[config.mk]
export PLATFORM = sky130hd
export DESIGN_NAME = clk_stop_gate
export DESIGN_NICKNAME = d
export VERILOG_FILES = /design/src/rtl/csg_pkg.sv /design/src/rtl/csg_sync.sv /design/src/rtl/csg_ctrl.sv /design/src/rtl/csg_gate.sv /design/src/rtl/clk_stop_gate.sv
export SDC_FILE = /design/constraint.sdc
export NUM_CORES = 1
export LEC_CHECK = 0
export ABC_AREA = 1
export BUFFER_PORTS_ARGS = -buffer_cell sky130_fd_sc_hd__buf_2
export CAP_MARGIN = 30
export CORE_MARGIN = 2
export CORE_UTILIZATION = 53
export CTS_CLUSTER_SIZE = 8
export DETAILED_ROUTE_END_ITERATION = 10
export PLACE_DENSITY = 0.79
export SYNTH_ARGS = -nofsm -noshare
export SYNTH_HDL_FRONTEND = slang
export SYNTH_HIERARCHICAL = 1
export SYNTH_SLANG_ARGS = --single-unit
[constraint.sdc]
create_clock -name clk_i -period 1.4 [get_ports clk_i]
set_input_delay 0.28 -clock clk_i [delete_from_list [all_inputs] [get_ports clk_i]]
set_output_delay 0.28 -clock clk_i [all_outputs]
set_load 0.1 [all_outputs]
[src/rtl/csg_pkg.sv]
package csg_pkg;

    typedef enum logic {
        GATE_RUN  = 1'b0,
        GATE_HALT = 1'b1
    } gate_state_e;

    typedef struct packed {
        gate_state_e st;
        logic        pend;
    } gate_ctl_t;

    // Saturating increment on plain integers; callers cast to their width.
    function automatic int sat_step(input int v, input int lim);
        return (v >= lim) ? lim : v + 1;
    endfunction

    function automatic int cnt_width(input int lim);
        return (lim < 2) ? 1 : $clog2(lim + 1);
    endfunction

endpackage

[src/rtl/csg_sync.sv]
module csg_sync #(
    parameter int STAGES = 2
) (
    input  logic clk_i,
    input  logic rst_i,
    input  logic async_n_i,
    output logic sync_n_o
);
    logic [STAGES-1:0] chain_q;

    always_ff @(posedge clk_i) begin
        if (rst_i) chain_q <= '1;
        else       chain_q <= {chain_q[STAGES-2:0], async_n_i};
    end

    assign sync_n_o = chain_q[STAGES-1];
endmodule

[src/rtl/csg_ctrl.sv]
module csg_ctrl
    import csg_pkg::*;
#(
    parameter int MIN_RUN = 100
) (
    input  logic clk_i,
    input  logic rst_i,
    input  logic stop_req_i,
    output logic run_o
);
    localparam int                CNT_W   = cnt_width(MIN_RUN);
    localparam logic [CNT_W-1:0] CNT_MAX = CNT_W'(MIN_RUN);
    localparam logic [CNT_W-1:0] DONE_AT = CNT_W'(MIN_RUN - 1);

    gate_ctl_t        ctl_q, ctl_d;
    logic [CNT_W-1:0] cnt_q, cnt_d;
    logic             window_done;

    assign window_done = (cnt_q >= DONE_AT);

    always_comb begin
        ctl_d = ctl_q;
        cnt_d = cnt_q;
        unique case (ctl_q.st)
            GATE_RUN: begin
                cnt_d = CNT_W'(sat_step(int'(cnt_q), MIN_RUN));
                if (window_done) begin
                    if (stop_req_i || ctl_q.pend) begin
                        ctl_d.st   = GATE_HALT;
                        ctl_d.pend = 1'b0;
                    end
                end else if (stop_req_i) begin
                    ctl_d.pend = 1'b1;
                end
            end
            GATE_HALT: begin
                if (!stop_req_i) begin
                    ctl_d.st = GATE_RUN;
                    cnt_d    = '0;
                end
            end
            default: ctl_d = ctl_q;
        endcase
    end

    always_ff @(posedge clk_i) begin
        if (rst_i) begin
            ctl_q <= '{st: GATE_RUN, pend: 1'b0};
            cnt_q <= CNT_MAX;
        end else begin
            ctl_q <= ctl_d;
            cnt_q <= cnt_d;
        end
    end

    assign run_o = (ctl_q.st == GATE_RUN);
endmodule

[src/rtl/csg_gate.sv]
module csg_gate #(
    parameter int               WIDTH     = 4,
    parameter logic [WIDTH-1:0] FREE_MASK = '0
) (
    input  logic             clk_i,
    input  logic             rst_i,
    input  logic             run_i,
    input  logic [WIDTH-1:0] mask_i,
    output logic [WIDTH-1:0] en_o,
    output logic [WIDTH-1:0] gclk_o
);
    for (genvar i = 0; i < WIDTH; i++) begin : g_lane
        logic en_d, en_q;

        if (FREE_MASK[i]) begin : g_free
            assign en_d = mask_i[i];
        end else begin : g_stop
            assign en_d = mask_i[i] & run_i;
        end

        // Enable moves only on the falling edge, so it is stable across high phases.
        always_ff @(negedge clk_i) begin
            if (rst_i) en_q <= 1'b0;
            else       en_q <= en_d;
        end

        assign en_o[i]   = en_q;
        assign gclk_o[i] = clk_i & en_q;
    end
endmodule

[src/rtl/clk_stop_gate.sv]
module clk_stop_gate
    import csg_pkg::*;
#(
    parameter int               WIDTH       = 4,
    parameter logic [WIDTH-1:0] FREE_MASK   = WIDTH'(1),
    parameter int               SYNC_STAGES = 2,
    parameter int               MIN_RUN     = 100
) (
    input  logic             clk_i,
    input  logic             rst_i,
    input  logic             stop_n_i,
    input  logic [WIDTH-1:0] mask_i,
    output logic [WIDTH-1:0] gclk_o
);
    logic             sync_n_w;
    logic             run_w;
    logic [WIDTH-1:0] en_w;

    csg_sync #(.STAGES(SYNC_STAGES)) u_sync (
        .clk_i     (clk_i),
        .rst_i     (rst_i),
        .async_n_i (stop_n_i),
        .sync_n_o  (sync_n_w)
    );

    csg_ctrl #(.MIN_RUN(MIN_RUN)) u_ctrl (
        .clk_i      (clk_i),
        .rst_i      (rst_i),
        .stop_req_i (~sync_n_w),
        .run_o      (run_w)
    );

    csg_gate #(.WIDTH(WIDTH), .FREE_MASK(FREE_MASK)) u_gate (
        .clk_i  (clk_i),
        .rst_i  (rst_i),
        .run_i  (run_w),
        .mask_i (mask_i),
        .en_o   (en_w),
        .gclk_o (gclk_o)
    );
endmodule

# Yosys cells after proc, flatten, opt, wreduce, memory -nomap -nowiden
# Cells that the tools add are included.
# totals
reg_bits	15
in_bits	7
output_inout_bits	4
# op_classes
addsub	1
n_lt_le_gt_ge	2
n_eq_ne	3
muxes	9
bitwise	9
n_reduce_logical	2
# op_table
op	n
$ge A7 B7 Y1 const B	2
$mux W7	2
$pmux W7 S2	1
$add A7 B1 Y7 const B	1
$and A1 B1 Y1	7
$mux W1	4
$ne A2 B2 Y1 const B	2
$reduce_and A3 Y1	1
$mux W2	1
$ne A2 B1 Y1 const B	1
$not A1 Y1	2
$pmux W1 S2	1
$logic_or A1 B1 Y1	1

# Logic depth before layout (Yosys ltp)
# Gate-level depths: netlist (run 1).
# logic_depth
word_depth	5
ltp_mapped	7
ltp_nobuf	7

# By module
# The synthesis (run 1) kept the hierarchy.
# by_module_without_submodules
mod	instances	cells_per_inst	area_per_inst_um2	seq_area_each_um2
csg_ctrl	1	72	494.2	180.2
csg_gate	1	25	173.9	80.1
csg_sync	1	7	58.8	40.0
clk_stop_gate	1	1	3.8	0.0

==> flow_summary.toml, run 1 <==
[cells_and_area]
multiInputGateArea_um2 = 324.1
layout_commonest_cell = "nand2_1"
drive_gt1_share_pct = 32.52
area_growth_pct = 31.96
nFillCells = 102
final_cell_mix = "nand2_1, inv_1, dfxtp_1"
final_nets = 133
register_area_um2 = 305.3
antenna_cells = 0
finish.utilization_pct = 72.88

[setup_path]
worstSetupEndpointType = "output pin"
rr_endpoint = "u_gate/g_lane[2].en_q"
cpMaxStageDelayCell = "dfxtp_2"
critPathMaxStageDelay_ns = 0.32
reg2regPathDepth = 3
critical_path_class = "flip-flop to output pin"
worstPathRequired_ns = 1.12
crit_fanout = 1
crit_chain = "nand2_2 -> clkinvlp_4 -> buf_12"
cp_top_family = "flip-flops"
crit_arrival_ns = 1.82
rr_startpoint = "u_ctrl/ctl_q[1]"
r2r_slack_ns = 0.10
crit_buf_inv = 2
cp-start-kind = "flip-flop"

[clocking]
ctsHoldBuffers = 0
clk_pin_slew_worst_paths_ns = 0.08
clk_latency_ns = 0.47
tritoncts = "built"

[die]
die-area_um2 = 1629
die_w_um = 40.36
die_h_um = 40.36
core_um2 = 1269
pin_count = 11
rows = 13
initial_core_util_pct = 55.23

[global_routing]
grt_pass1_vias = 645
grt_first_pass_wirelength_mm = 2.477
overflow = 0
track_usage_pct = 25.98
grt_max_degree = 10
antenna_found_initial = 0

[sta]
fin_ws_ns = -0.7009
final-setup-viol-count = 8
grt_setup_unrepaired = "true"
hold_violations = 0
skew_ns = 0.08227
slew_viol_final = 0
tightest_slew_ns = 0.2150
slew_headroom_pct = 85.52
hold_slack_ns = 0.05981

[hold_path]
holdCritStartpoint = "stop_n_i"
holdPathEnd = "u_sync/chain_q[0]"
whs_path_depth = 3
hp-class = "input port to flip-flop"

[run_status]
status = "complete, but fails checks"
violations = "negative setup slack"

[route]
drt_iter0_drc = 18
vias = 654
antenna_left = 0
dr.pass1.iters = 4
drc = 0
viasPerCell = 4.739
wire_per_inst_um = 11.27
totalWireLength_mm = 1.555

[synth]
avgSynthCellArea_um2 = 6.937
yosysWarnings = 6
synthesis.area_um2 = 700.7
syn_nets = 110
syn-instance-count = 101

[pwr]
power_density_nw_per_um2 = 1576
ir_drop_uv = 1109
power_leakage_nw = 0.4729

[run]
drv_cap = 0

[placement]
hpwl_um = 918.5
portBuffers = 10
gp_congestion = 0.7543
[per-layer routing]
layer  GRT usage, %  vias up  routed length, µm
met4          22.50        0                 27
met5              0        -                  0
met2          36.51       14                780
met3          19.44        4                 93
met1          24.49      286                653
li1               -      350                  -
[layout make-up]
class	count	share of cell area, %
clock buffers	12	13.67
multi-input cells	63	35.05
repair buffers	7	4.060
inverters	18	7.307
well taps	15	2.030
clock inverters	8	4.871
flip-flops and latches	15	33.02
[worst max path at each step]
stage	end	cells after the start	slack [ns]	from
floorplan	gclk_o[0]	2	-0.33	u_gate/g_lane[0].en_q
global placement	gclk_o[1]	3	-0.38	u_gate/g_lane[1].en_q
detailed placement	gclk_o[2]	3	-0.40	u_gate/g_lane[2].en_q
CTS	gclk_o[0]	3	-0.71	u_gate/g_lane[0].en_q
global route	gclk_o[2]	3	-0.76	u_gate/g_lane[2].en_q
finish	gclk_o[0]	3	-0.70	u_gate/g_lane[0].en_q
[tightest hold or removal path: cells and delay by family]
| family | cells | cell delay, ns |
|---|---|---|
| AND/OR/NAND/NOR | 1 | 0.04 |
| buffers and inverters | 2 | 0.10 |
[report_power, final]
part,total (mW),internal (mW),switching [mW]
registers,0.453,0.444,0.00870
clock network,0.944,0.384,0.560
logic,0.0610,0.0235,0.0374
total,1.46,0.852,0.606
[metrics by stage]
| step | setup WS [ns] | setup TNS, ns | power, mW | instances | instance area, µm² |
|---|---|---|---|---|---|
| after global placement | -0.3846 | -1.537 | 0.8608 | 127 | 802.0 |
| after detailed placement | -0.4024 | -1.580 | 0.8645 | 127 | 802.0 |
| after CTS | -0.7147 | -2.787 | 1.459 | 138 | 919.6 |
| after global routing | -0.7578 | -2.970 | 1.537 | 138 | 924.6 |
| after floorplan | -0.3327 | -1.331 | 0.8161 | 101 | 725.7 |
| final | -0.7009 | -2.770 | 1.458 | 138 | 924.6 |
[timing repair]
action / CTS / global route
gates resized for setup: 17 / 1
buffers inserted: 0 / 0
endpoints found under the setup margin: 8 / 8
[state kept, by name (all words and copies together), names as in the netlist]
register and flops:
u_ctrl/cnt_q 7, u_ctrl/ctl_q 2, u_sync/chain_q 2, u_gate/g_lane.en_q 4
No activity file was read; power rests on OpenSTA's default activity.
==> run 2: changes to the inputs <==
--- a/config.mk
+++ b/config.mk
@@ -12,7 +12,7 @@
 export CORE_UTILIZATION = 53
 export CTS_CLUSTER_SIZE = 8
 export DETAILED_ROUTE_END_ITERATION = 10
-export PLACE_DENSITY = 0.79
+export PLACE_DENSITY = 0.77
 export SYNTH_ARGS = -nofsm -noshare
 export SYNTH_HDL_FRONTEND = slang
 export SYNTH_HIERARCHICAL = 1
==> flow_summary.toml, run 2 (synthesis gave the netlist of run 1 again) <==
[run_status]
status = "complete, but fails checks"
violations = "negative setup slack"

[setup_path]
crit_arrival_ns = 1.80
cpMaxStageDelayCell = "dfxtp_1"
reg2regPathDepth = 3
worstPathRequired_ns = 1.12
crit_chain = "nand2_2 -> clkinvlp_4 -> buf_12"
worstSetupEndpointType = "output pin"
cp-start-kind = "flip-flop"
cp_top_family = "flip-flops"
critical_path_class = "flip-flop to output pin"
crit_buf_inv = 2
critPathMaxStageDelay_ns = 0.30
crit_cells = 3
crit_fanout = 1

[die]
pin_count = 11
core_um2 = 1269
die_h_um = 40.36
initial_core_util_pct = 55.23
rows = 13
die-area_um2 = 1629
die_w_um = 40.36

[route]
wire_per_inst_um = 11.42
top_layer = "met3"
viasPerCell = 4.856
totalWireLength_mm = 1.588
wl_met2_um = 817
drc = 0
vias = 675
met3_length_um = 75
dr.pass1.iters = 4
wl_met1_um = 695
antenna_left = 0
drt_iter0_drc = 22

[pwr]
power_mw = 1.573
power_density_nw_per_um2 = 1654
ir_drop_uv = 931.8
power_leakage_nw = 0.4883

[global_routing]
grt_pass1_vias = 671
grt_max_degree = 10
overflow = 0
track_usage_pct = 24.17
grt_first_pass_wirelength_mm = 2.463
antenna_found_initial = 0

[cells_and_area]
nFillCells = 94
antenna_cells = 0
finalInstanceArea_um2 = 950.9
area_growth_pct = 35.71
finalNonFillerCells = 139
largest_register = "u_ctrl/cnt_q"
final_nets = 134
top_regs = "u_ctrl/cnt_q: 7 flops, u_gate/g_lane.en_q: 4 flops"
layout_commonest_cell = "nand2_1"
final_cell_mix = "nand2_1, inv_1, dfxtp_1"
drive_gt1_share_pct = 32.26
finish.utilization_pct = 74.95
largest_reg_flops = 7

[placement]
postPlaceCellArea_um2 = 809.5
placed_cells = 128
hpwl_um = 944.4
gp_congestion = 0.7435
portBuffers = 10

[sta]
hold_slack_ns = 0.05185
grt_setup_unrepaired = "true"
slew_headroom_pct = 85.61
tightest_slew_ns = 0.2136
final-setup-viol-count = 8
hold_violations = 0
slew_viol_final = 0
skew_ns = 0.06985
fin_ws_ns = -0.6829

[clocking]
ctsHoldBuffers = 0
tritoncts = "built"
clk_pin_slew_worst_paths_ns = 0.10
clk_latency_ns = 0.46

[run]
drv_cap = 0

[hold_path]
whs_path_depth = 3
hp-class = "input port to flip-flop"
-- run 2: layout make-up --
class | instances | area [µm²] | share of cell area (%)
well taps | 15 | 18.77 | 1.974
multi-input cells | 63 | 324.1 | 34.08
repair buffers | 8 | 45.04 | 4.737
inverters | 18 | 67.56 | 7.105
flip-flops and latches | 15 | 302.8 | 31.84
clock buffers | 12 | 147.6 | 15.53
clock inverters | 8 | 45.04 | 4.737
-- run 2: power by group --
part / leakage, nW / switching, mW / internal, mW / total (mW)
Sequential: 0.123 / 0.00861 / 0.443 / 0.452
Combinational: 0.260 / 0.0381 / 0.0252 / 0.0633
Clock: 0.105 / 0.567 / 0.490 / 1.06
Total: 0.488 / 0.614 / 0.959 / 1.57
-- run 2: path summary, 6_finish.rpt --
path / from / endpoint / slack, ns
worst min register to register: u_sync/chain_q[0] / u_sync/chain_q[1] / 0.42
worst min-delay path: stop_n_i / u_sync/chain_q[0] / 0.05
worst max register to register: u_ctrl/ctl_q[1] / u_gate/g_lane[1].en_q / 0.12
worst max-delay path: u_gate/g_lane[2].en_q / gclk_o[2] / -0.68
-- run 2: routing by layer --
layer	vias up	global-route usage (%)
li1	349	-
met5	-	0
met4	0	25.83
met2	13	33.33
met3	0	13.89
met1	313	23.91
-- run 2: per-stage QoR --
| stage | setup WS [ns] | TNS, ns |
|---|---|---|
| finish | -0.6829 | -2.713 |
| global route | -0.7200 | -2.861 |
| CTS | -0.6884 | -2.710 |
| detailed placement | -0.3897 | -1.554 |
| global placement | -0.3862 | -1.540 |
| floorplan | -0.3327 | -1.331 |
-- run 2: what timing repair did --
action / in CTS / in global routing
resized for setup: 16 / 0
endpoints found under the hold margin: 0 / 0
endpoints found under the setup margin: 8 / 8
setup buffers: 0 / 0
cloned: 0 / 0
-- run 2: worst register-to-register path: stages, from the launching register on --
cell and delay, ns:
dfxtp_1 0.36, inv_2 0.06, nand2_1 0.08, nor2_1 0.04
==> run 3: changes to the inputs <==
--- a/config.mk
+++ b/config.mk
@@ -15,5 +15,4 @@
 export PLACE_DENSITY = 0.77
 export SYNTH_ARGS = -nofsm -noshare
 export SYNTH_HDL_FRONTEND = slang
-export SYNTH_HIERARCHICAL = 1
 export SYNTH_SLANG_ARGS = --single-unit
==> flow_summary.toml, run 3 <==
[setup_path]
cpMaxStageDelayCell = "dfxtp_2"
rr_startpoint = "u_ctrl.ctl_q[1]"
crit_chain = "nand2_2 -> clkinvlp_4 -> buf_8"
rr_endpoint = "u_gate.g_lane[3].en_q"
crit_arrival_ns = 1.79
worstSetupEndpointType = "output pin"
critical_path_class = "flip-flop to output pin"
critPathMaxStageDelay_ns = 0.31
crit_fanout = 1
cp_top_family = "flip-flops"
crit_buf_inv = 2
worstPathRequired_ns = 1.12
r2r_slack_ns = 0.13
reg2regPathDepth = 3
cp-start-kind = "flip-flop"

[clocking]
ctsHoldBuffers = 0
cts_resized = 15
clk_latency_ns = 0.45
postCtsSetupBuffers = 0
tritoncts = "built"
clk_pin_slew_worst_paths_ns = 0.10

[synth]
synthesis.area_um2 = 725.7
yosysSeqAreaShare_pct = 41.38
synth.most_common_cell = "nand2_1"
yosys.area.top_type = "dfxtp_1"
synthDistinctLibCells = 16
synth_edf_count = 0
synthFlopType = "dfxtp_1"
syn-instance-count = 107
async_flop_share_pct = 0
ys_seq_elements = 15
avgSynthCellArea_um2 = 6.782
synthTopCellsByArea = "dfxtp_1, nand2_1, inv_1"
yosysWarnings = 0
syn_nets = 116
yosys-top-cells-count = "nand2_1, inv_1, dfxtp_1"
synth_top_area_share_pct = 41.38

[sta]
slew_headroom_pct = 80.68
final-setup-viol-count = 8
hold_violations = 0
grt_setup_unrepaired = "true"
slew_viol_final = 0
skew_ns = 0.06524
hold_slack_ns = 0.06870
fin_ws_ns = -0.6711
tightest_slew_ns = 0.2868

[pwr]
power_density_nw_per_um2 = 1503
power_leakage_nw = 0.4582
ir_drop_uv = 1308
power_mw = 1.418

[cells_and_area]
layout_commonest_cell = "nand2_1"
largest_register = "u_ctrl.cnt_q"
top_regs = "u_ctrl.cnt_q: 7 flops, u_gate.g_lane.en_q: 4 flops"
final_cell_mix = "nand2_1, inv_1, dfxtp_1"
area_growth_pct = 30.00
largest_reg_flops = 7
final_nets = 139
drive_gt1_share_pct = 29.46
nFillCells = 101
antenna_cells = 0

[die]
core_um2 = 1285
rows = 13
die_h_um = 41.01
die-area_um2 = 1681
die_w_um = 41.01
pin_count = 11
initial_core_util_pct = 56.48

[route]
drc = 0
totalWireLength_mm = 1.485
antenna_left = 0
drt_iter0_drc = 15
wire_per_inst_um = 10.31
vias = 703
viasPerCell = 4.882
dr.pass1.iters = 4

[global_routing]
grt_first_pass_wirelength_mm = 2.311
grt_max_degree = 11
grt_pass1_vias = 648
antenna_found_initial = 0
track_usage_pct = 22.37
overflow = 0

[run]
drv_cap = 0

[placement]
hpwl_mm = 1.033
dp_slack_ns = -0.4022
portBuffers = 10
gp_congestion = 0.6956

[hold_path]
hp-class = "input port to flip-flop"
holdPathEnd = "u_sync.chain_q[0]"
holdCritStartpoint = "stop_n_i"
whs_path_depth = 2

[run_status]
violations = "negative setup slack"
status = "complete, but fails checks"
[run 3: metrics by stage]
stage / cells / cell area (µm²) / utilization [%] / setup TNS [ns]
floorplan: 107 / 754.5 / - / -1.331
global placement: 133 / 827.0 / 64.36 / -1.541
finish: 144 / 943.4 / 73.42 / -2.659
global route: 144 / 943.4 / 73.42 / -2.839
CTS: 144 / 942.2 / 73.32 / -2.725
detailed placement: 133 / 827.0 / 64.36 / -1.581
[run 3: layer usage]
layer  global-route usage (%)  wire length (µm)  vias to the layer above
met5                        0                 0                        -
met2                    32.03               757                       20
met3                    13.59                68                        5
met4                    22.50                37                        0
li1                         -                 -                      372
met1                    21.26               622                      306
[run 3: power breakdown]
part | switching, mW | leakage [nW] | internal [mW]
clock network | 0.541 | 0.0953 | 0.369
logic | 0.0330 | 0.239 | 0.0227
registers | 0.00908 | 0.124 | 0.443
total | 0.583 | 0.458 | 0.835
[run 3: area by class of cell]
type	count	area [µm²]	area share (%)
Timing Repair Buffer	8	45.04	4.775
Clock inverter	9	48.80	5.172
Inverter	15	56.30	5.968
Sequential cell	15	304.0	32.23
Clock buffer	11	117.6	12.47
Multi-Input combinational cell	71	352.8	37.40
Tap cell	15	18.77	1.989
[run 3: how the worst max path moves through the flow]
stage,depth (start not counted),from,to,slack [ns]
finish,3,u_gate.g_lane[0].en_q,gclk_o[0],-0.67
detailed placement,3,u_gate.g_lane[0].en_q,gclk_o[0],-0.40
global route,3,u_gate.g_lane[1].en_q,gclk_o[1],-0.72
floorplan,2,u_gate.g_lane[0].en_q,gclk_o[0],-0.33
global placement,3,u_gate.g_lane[3].en_q,gclk_o[3],-0.39
CTS,3,u_gate.g_lane[0].en_q,gclk_o[0],-0.69
[run 3: logic make-up after synthesis]
group / count (synthesis) / share of synthesized area, %
and+or+nand+nor: 57 / 35.52
DFF: 15 / 41.38
AOI/OAI and AO/OA: 12 / 8.275
buffers and inverters: 21 / 11.38
adders and majority gates: 2 / 3.448
